File: src/rtl/mbk_pkg.sv
package mbk_pkg;

    localparam int NSUB  = 4;
    localparam int SUB_W = $clog2(NSUB);
    localparam int PH_W  = 4;
    localparam int CFG_W = 1 + 3 * PH_W;

    typedef struct packed {
        logic            muxed;
        logic [PH_W-1:0] adr_len;
        logic [PH_W-1:0] hld_len;
        logic [PH_W-1:0] dat_len;
    } bank_cfg_t;

    typedef enum logic [1:0] {
        PH_IDLE = 2'd0,
        PH_ADDR = 2'd1,
        PH_HOLD = 2'd2,
        PH_DATA = 2'd3
    } bus_phase_e;

    localparam bank_cfg_t CFG_RESET = '{
        muxed:   1'b1,
        adr_len: PH_W'(1),
        hld_len: PH_W'(1),
        dat_len: PH_W'(1)
    };

    // Counter load for a phase: cycles minus one, a zero length counts as one.
    function automatic logic [PH_W-1:0] phase_load(input logic [PH_W-1:0] len);
        return (len == '0) ? '0 : len - 1'b1;
    endfunction

endpackage

File: src/rtl/mbk_cfg_bank.sv
module mbk_cfg_bank
    import mbk_pkg::*;
(
    input  logic             clk,
    input  logic             rst,
    input  logic             wr_en,
    input  logic [SUB_W-1:0] wr_sel,
    input  bank_cfg_t        wr_cfg,
    input  logic [SUB_W-1:0] rd_sel,
    output bank_cfg_t        rd_cfg
);

    bank_cfg_t regs [NSUB];

    for (genvar g = 0; g < NSUB; g++) begin : g_reg
        always_ff @(posedge clk) begin
            if (rst) begin
                regs[g] <= CFG_RESET;
            end else if (wr_en && (wr_sel == SUB_W'(g))) begin
                regs[g] <= wr_cfg;
            end
        end
    end

    assign rd_cfg = regs[rd_sel];

endmodule

File: src/rtl/mbk_seq.sv
module mbk_seq
    import mbk_pkg::*;
#(
    parameter int ADDR_W = 26,
    parameter int DATA_W = 16
) (
    input  logic              clk,
    input  logic              rst,
    input  logic              req_valid,
    input  logic [ADDR_W-1:0] req_dev_addr,
    input  logic [SUB_W-1:0]  req_sub,
    input  logic              req_write,
    input  logic [DATA_W-1:0] req_wdata,
    input  bank_cfg_t         sel_cfg,
    input  logic [DATA_W-1:0] bus_in,
    output bus_phase_e        phase,
    output logic              cur_muxed,
    output logic [ADDR_W-1:0] cur_addr,
    output logic [SUB_W-1:0]  cur_sub,
    output logic              cur_write,
    output logic [DATA_W-1:0] cur_wdata,
    output logic              done,
    output logic [DATA_W-1:0] rdata
);

    bank_cfg_t       cur_cfg;
    logic [PH_W-1:0] cnt;
    logic            last_cyc;

    assign last_cyc  = (cnt == '0);
    assign cur_muxed = cur_cfg.muxed;

    always_ff @(posedge clk) begin
        if (rst) begin
            phase     <= PH_IDLE;
            cnt       <= '0;
            cur_cfg   <= CFG_RESET;
            cur_addr  <= '0;
            cur_sub   <= '0;
            cur_write <= 1'b0;
            cur_wdata <= '0;
            done      <= 1'b0;
            rdata     <= '0;
        end else begin
            done <= 1'b0;
            unique case (phase)
                PH_IDLE: begin
                    if (req_valid) begin
                        cur_cfg   <= sel_cfg;
                        cur_addr  <= req_dev_addr;
                        cur_sub   <= req_sub;
                        cur_write <= req_write;
                        cur_wdata <= req_wdata;
                        cnt       <= phase_load(sel_cfg.adr_len);
                        phase     <= PH_ADDR;
                    end
                end
                PH_ADDR: begin
                    if (!last_cyc) begin
                        cnt <= cnt - 1'b1;
                    end else if (cur_cfg.muxed) begin
                        cnt   <= phase_load(cur_cfg.hld_len);
                        phase <= PH_HOLD;
                    end else begin
                        cnt   <= phase_load(cur_cfg.dat_len);
                        phase <= PH_DATA;
                    end
                end
                PH_HOLD: begin
                    if (!last_cyc) begin
                        cnt <= cnt - 1'b1;
                    end else begin
                        cnt   <= phase_load(cur_cfg.dat_len);
                        phase <= PH_DATA;
                    end
                end
                PH_DATA: begin
                    if (!last_cyc) begin
                        cnt <= cnt - 1'b1;
                    end else begin
                        if (!cur_write) begin
                            rdata <= bus_in;
                        end
                        done  <= 1'b1;
                        phase <= PH_IDLE;
                    end
                end
                default: phase <= PH_IDLE;
            endcase
        end
    end

    // completion follows a data-phase cycle only
    p_done_after_data_r9: assert property (@(posedge clk) disable iff (rst)
        done |-> $past(phase) == PH_DATA);

    // a running access ignores new requests
    p_busy_ignores_req_r9: assert property (@(posedge clk) disable iff (rst)
        (phase != PH_IDLE && $past(phase) != PH_IDLE)
            |-> ($stable(cur_addr) && $stable(cur_sub) && $stable(cur_write)));

    // hold phase is entered only in multiplexed mode
    p_hold_only_muxed_r6: assert property (@(posedge clk) disable iff (rst)
        (phase == PH_HOLD) |-> cur_cfg.muxed);

    // the captured configuration stays fixed during an access
    p_cfg_frozen_r2: assert property (@(posedge clk) disable iff (rst)
        (phase != PH_IDLE && $past(phase) != PH_IDLE) |-> $stable(cur_cfg));

endmodule

File: src/rtl/mbk_pin_drv.sv
module mbk_pin_drv
    import mbk_pkg::*;
#(
    parameter int ADDR_W = 26,
    parameter int DATA_W = 16
) (
    input  bus_phase_e        phase,
    input  logic              cur_muxed,
    input  logic [ADDR_W-1:0] cur_addr,
    input  logic [SUB_W-1:0]  cur_sub,
    input  logic              cur_write,
    input  logic [DATA_W-1:0] cur_wdata,
    output logic [NSUB-1:0]   ce_n,
    output logic [ADDR_W-1:0] addr_pins,
    output logic              adv_n,
    output logic              oe_n,
    output logic              we_n,
    output logic [DATA_W-1:0] ad_out,
    output logic              ad_oe
);

    logic active;
    logic addr_on_bus;
    logic in_data;

    assign active      = (phase != PH_IDLE);
    assign in_data     = (phase == PH_DATA);
    assign addr_on_bus = cur_muxed && ((phase == PH_ADDR) || (phase == PH_HOLD));

    for (genvar g = 0; g < NSUB; g++) begin : g_cs
        assign ce_n[g] = !(active && (cur_sub == SUB_W'(g)));
    end

    always_comb begin
        addr_pins = active ? cur_addr : '0;
        adv_n     = !(cur_muxed && (phase == PH_ADDR));
        oe_n      = !(in_data && !cur_write);
        we_n      = !(in_data && cur_write);
        ad_oe     = addr_on_bus || (in_data && cur_write);
        if (addr_on_bus) begin
            ad_out = cur_addr[DATA_W-1:0];
        end else if (in_data && cur_write) begin
            ad_out = cur_wdata;
        end else begin
            ad_out = '0;
        end
    end

endmodule

File: src/rtl/mux_mem_bank.sv
module mux_mem_bank
    import mbk_pkg::*;
#(
    parameter int ADDR_W = 26,
    parameter int DATA_W = 16,
    localparam int HOST_W = ADDR_W + SUB_W
) (
    input  logic              clk,
    input  logic              rst,
    input  logic              cfg_we,
    input  logic [SUB_W-1:0]  cfg_sel,
    input  logic [CFG_W-1:0]  cfg_wdata,
    input  logic              req_valid,
    input  logic [HOST_W-1:0] req_addr,
    input  logic              req_write,
    input  logic [DATA_W-1:0] req_wdata,
    output logic              busy,
    output logic              done,
    output logic [DATA_W-1:0] rdata,
    output logic [NSUB-1:0]   mem_ce_n,
    output logic [ADDR_W-1:0] mem_addr,
    output logic              mem_adv_n,
    output logic              mem_oe_n,
    output logic              mem_we_n,
    output logic [DATA_W-1:0] mem_ad_out,
    output logic              mem_ad_oe,
    input  logic [DATA_W-1:0] mem_ad_in
);

    bank_cfg_t         sel_cfg;
    bus_phase_e        phase;
    logic              cur_muxed;
    logic [ADDR_W-1:0] cur_addr;
    logic [SUB_W-1:0]  cur_sub;
    logic              cur_write;
    logic [DATA_W-1:0] cur_wdata;
    logic [SUB_W-1:0]  req_sub;

    assign req_sub = req_addr[HOST_W-1:ADDR_W];
    assign busy    = (phase != PH_IDLE);

    mbk_cfg_bank u_cfg (
        .clk    (clk),
        .rst    (rst),
        .wr_en  (cfg_we),
        .wr_sel (cfg_sel),
        .wr_cfg (bank_cfg_t'(cfg_wdata)),
        .rd_sel (req_sub),
        .rd_cfg (sel_cfg)
    );

    mbk_seq #(.ADDR_W(ADDR_W), .DATA_W(DATA_W)) u_seq (
        .clk          (clk),
        .rst          (rst),
        .req_valid    (req_valid),
        .req_dev_addr (req_addr[ADDR_W-1:0]),
        .req_sub      (req_sub),
        .req_write    (req_write),
        .req_wdata    (req_wdata),
        .sel_cfg      (sel_cfg),
        .bus_in       (mem_ad_in),
        .phase        (phase),
        .cur_muxed    (cur_muxed),
        .cur_addr     (cur_addr),
        .cur_sub      (cur_sub),
        .cur_write    (cur_write),
        .cur_wdata    (cur_wdata),
        .done         (done),
        .rdata        (rdata)
    );

    mbk_pin_drv #(.ADDR_W(ADDR_W), .DATA_W(DATA_W)) u_pins (
        .phase     (phase),
        .cur_muxed (cur_muxed),
        .cur_addr  (cur_addr),
        .cur_sub   (cur_sub),
        .cur_write (cur_write),
        .cur_wdata (cur_wdata),
        .ce_n      (mem_ce_n),
        .addr_pins (mem_addr),
        .adv_n     (mem_adv_n),
        .oe_n      (mem_oe_n),
        .we_n      (mem_we_n),
        .ad_out    (mem_ad_out),
        .ad_oe     (mem_ad_oe)
    );

    // never more than one chip select low
    p_one_cs_r1: assert property (@(posedge clk) disable iff (rst)
        $countones(~mem_ce_n) <= 1);

    // idle bank keeps all strobes inactive
    p_idle_quiet_r11: assert property (@(posedge clk) disable iff (rst)
        !busy |-> (&mem_ce_n && mem_adv_n && mem_oe_n && mem_we_n && !mem_ad_oe));

    // dedicated address pins hold still through an access
    p_addr_stable_r5: assert property (@(posedge clk) disable iff (rst)
        (busy && $past(busy)) |-> $stable(mem_addr));

    // the block never drives the shared lines while the device may
    p_no_contention_r8: assert property (@(posedge clk) disable iff (rst)
        !mem_oe_n |-> !mem_ad_oe);

    // read and write strobes are mutually exclusive
    p_strobe_excl_r7: assert property (@(posedge clk) disable iff (rst)
        !(!mem_oe_n && !mem_we_n));

    // the address strobe appears only in multiplexed mode with the lines driven
    p_adv_driven_r3: assert property (@(posedge clk) disable iff (rst)
        !mem_adv_n |-> (mem_ad_oe && mem_oe_n && mem_we_n));

endmodule

File: config.mk
export PLATFORM = sky130hd
export DESIGN_NAME = mux_mem_bank
export DESIGN_NICKNAME = d
export VERILOG_FILES = /design/src/rtl/mbk_pkg.sv /design/src/rtl/mbk_cfg_bank.sv /design/src/rtl/mbk_seq.sv /design/src/rtl/mbk_pin_drv.sv /design/src/rtl/mux_mem_bank.sv
export SDC_FILE = /design/constraint.sdc
export NUM_CORES = 1
export LEC_CHECK = 0
export BUFFER_PORTS_ARGS = -buffer_cell sky130_fd_sc_hd__buf_2
export CORE_MARGIN = 5
export CORE_UTILIZATION = 54
export CTS_CLUSTER_SIZE = 25
export DETAILED_ROUTE_END_ITERATION = 7
export PLACE_DENSITY_LB_ADDON = 0.08
export SYNTH_ARGS = -nofsm -noshare
export SYNTH_HDL_FRONTEND = slang
export SYNTH_HIERARCHICAL = 1
export SYNTH_SLANG_ARGS = --single-unit
File: constraint.sdc
create_clock -name clk -period 2.65 [get_ports clk]
set_input_delay 0.265 -clock clk [delete_from_list [all_inputs] [get_ports clk]]
set_output_delay 0.265 -clock clk [all_outputs]
set_load 0.1 [all_outputs]
==> flow_summary.ini <==
[timing]
period_share_pct = 93.8
hold_viol = 0
slew_viol_final = 0
rsz0062_at_grt = no
setup_tns_ps = 0
worst_pin_slew_ps = 722
skew_ps = 6.77
setup_violations = 0
period_minus_slack_ps = 2490
whs_ps = 93.0
relSlewSlack_pct = 51.8
fmax_ghz = 0.402

[logic_synthesis]
yosysUniqueCellTypes = 45
ys_ff_latch = 129
yosys.cell_count.top_type = nand2_1
synth-edff-count = 52
synthFlopType = dfxtp_1
syn_avg_cell_area_um2 = 9.19
syn_nets = 758
synth.top_cell.area_share_pct = 25.6
synthTopCellsByArea = edfxtp_1, dfxtp_1, nand2_1
synth-async-reset-ratio_pct = 0
yosys_warnings = 6
synth_area_um2 = 6110
synthCells = 665
ys_top_cells_by_count = nand2_1, dfxtp_1, a21oi_1, edfxtp_1, nor2_1
yosysSeqAreaShare_pct = 50.8
yosys.area.top_type = edfxtp_1

[setup_path]
worstPathRequired_ps = 2380
worstSetupEndpointType = output pin
critPathMaxStageDelay_ps = 480
reg2reg_depth = 7
cpMaxStageDelayCell = dfxtp_1
worstPathMaxFanout = 18
r2r-start = u_seq/cnt[0]$_SDFFE_PP0P_
setup.reg_to_reg.worst_slack_ps = 540
startpoint_type = register
crit_type = register to output pin
worstReg2RegEnd = u_seq/rdata[15]$_SDFFE_PP0P_
crit_arrival_ps = 2220
crit_chain = inv_1 -> ha_4 -> and2_4 -> o21ai_2 -> buf_2
endpoint = mem_ad_out[6]
startpoint = u_seq/phase[0]$_SDFFE_PP0P_

[routing]
drc_errors = 0
wl_per_cell_um = 15.7
postRouteAntennaNets = 0
dr.first_iter.drc_count = 339
drtPass1Iterations = 7
vias = 5185
avgViaCountPerCell = 5.46
wl_um = 14900

[cts]
clk-insertion-delay-late_ps = 410
postCtsResizedCells = 3
cts_root_buf = clkbuf_16
hold_buffers = 0
htree_num_levels = 4
cts_buffers = 17
post_cts_buffers = 0
clkTransAtPathRegs_ps = 50
cts_tree = yes
clock-sinks = 129
clock_path_buffers = 2

[global_routing]
antenna_found_initial = 0
grt_pass1_wl_um = 23900
grt_pass1_vias = 4959
grt_usage_pct = 22.7
grt-ovfl-total = 0
grt_max_degree = 57

[flow_run]
drv_cap = 0

[floorplanning]
dieHeight_um = 116
die_area_um2 = 13500
die_w_um = 116
rows = 38
pin_count = 148
initial_utilization_pct = 55.6
core_um2 = 11000

[placement]
place_congestion = 0.921
placement.io_buffers = 147
hpwl_um = 10700
dpl.cell_count = 918

[cells_and_area]
n_fill_cell = 939
diodes = 0
final_nets = 890
area_growth_pct = 21.9
drive_gt1_share_pct = 26.3
instances_no_fill = 950
fin_util_pct = 67.8

[outcome]
status = finished clean

[pwr]
power.leakage_nw = 3.03
p_per_area_nw_per_um2 = 1040
peakVddDrop_v = 0.000695

[min_path]
hold_path_class = input pin to register
routing by layer:
| metal | vias to the layer above | global-route usage, % | routed length (µm) | part of all wire (%) |
|---|---|---|---|---|
| li1 | 2543 | - | - | - |
| met1 | 2389 | 28.9 | 6090 | 41 |
| met2 | 224 | 37.4 | 7290 | 49 |
| met3 | 29 | 5.08 | 1230 | 8.2 |
| met4 | 0 | 9.20 | 304 | 2.0 |
| met5 | - | 0 | 0 | 0 |
per-stage QoR:
stage	cell area [µm²]	power, mW	setup WS [ps]
after global routing	7450	8.14	68.6
after detailed placement	6870	5.53	343
after global placement	6870	5.45	428
after floorplan	6110	5.00	-74.4
final	7450	7.74	164
after CTS	7430	7.74	8.41
layout make-up:
cell class,instances,area (µm²),share of cell area (%)
multi-input combinational,479,2740,36.8
clock buffer,25,465,6.25
sequential,129,3100,41.7
timing repair buffer,157,828,11.1
inverter,13,48.8,0.655
clock inverter,7,87.6,1.18
tap,140,175,2.35
power breakdown:
group	switching, mW	internal (mW)	total [mW]
Combinational	2.20	0.812	3.01
Sequential	0.219	2.33	2.55
Clock	0.785	1.40	2.19
kinds of logic after synthesis:
family,after synthesis,share of synthesized area (%)
buffers and inverters,57,4.69
AO/OA/AOI/OAI,121,11.5
flip-flops,129,50.8
AND/OR/NAND/NOR,328,24.7
multiplexers,17,5.63
adder cells (fa/ha/maj),13,2.66
cell usage in the layout (no fill, tap or decap), types with 3 or more instances in the layout:
cell type  synthesis  routed
a21oi_1           75      75
o21ai_0           12       6
nand2_1          168     167
nand2b_1           5       5
o21ai_1            0       6
nor3b_1            6       6
nor2_1            48      48
buf_2              9     145
inv_1             12      12
or3_1              3       3
nand3b_1          14      14
nand3_1           32      32
o21ai_2           10      10
ha_1              13      11
o31ai_1            3       3
a21o_1             5       5
clkinv_2           0       4
nor3_1             5       5
buf_4              4      11
nor2b_1           34      34
mux2i_1            4       4
dfxtp_1           77      77
mux4_2            10      10
edfxtp_1          52      52
o22ai_1            3       3
clkbuf_16          0      17
mux4_1             3       3
clkbuf_1          26       7
worst max-delay path: cells and delay by family, from the launching register on:
kind,cells,cell delay (ps)
AOI/OAI and AO/OA,1,160
adders and majority gates,1,330
buffers and inverters,2,560
DFF,1,480
and+or+nand+nor,1,260
worst min-delay path by stage:
| stage | end | slack [ps] | start | cells past startpoint |
|---|---|---|---|---|
| 3_3_place_gp | u_seq/rdata[6]$_SDFFE_PP0P_ | 440 | u_seq/rdata[6]$_SDFFE_PP0P_ | 2 |
| 4_1_cts | u_seq/rdata[5]$_SDFFE_PP0P_ | 80 | mem_ad_in[5] | 3 |
| 3_5_place_dp | u_seq/cur_addr[17]$_SDFFE_PP0P_ | 440 | u_seq/cur_addr[17]$_SDFFE_PP0P_ | 2 |
| 5_1_grt | u_seq/rdata[5]$_SDFFE_PP0P_ | 80 | mem_ad_in[5] | 3 |
| 6_report | u_seq/cur_addr[4]$_SDFFE_PP0P_ | 90 | req_addr[4] | 3 |
| 2_1_floorplan | u_seq/cur_addr[16]$_SDFFE_PP0P_ | 400 | req_addr[16] | 2 |
state kept, by name (all words and copies together) (netlist names):
signal and count:
u_seq/done 1, u_seq/phase 2, u_cfg/regs 52, u_seq/cur_write 1, u_seq/cur_muxed 1, u_seq/cur_sub 2
u_seq/cur_addr 26, u_seq/cur_cfg 8, u_seq/rdata 16, u_seq/cur_wdata 16, u_seq/cnt 4
Note: power is estimated with default switching activity, not from simulation.
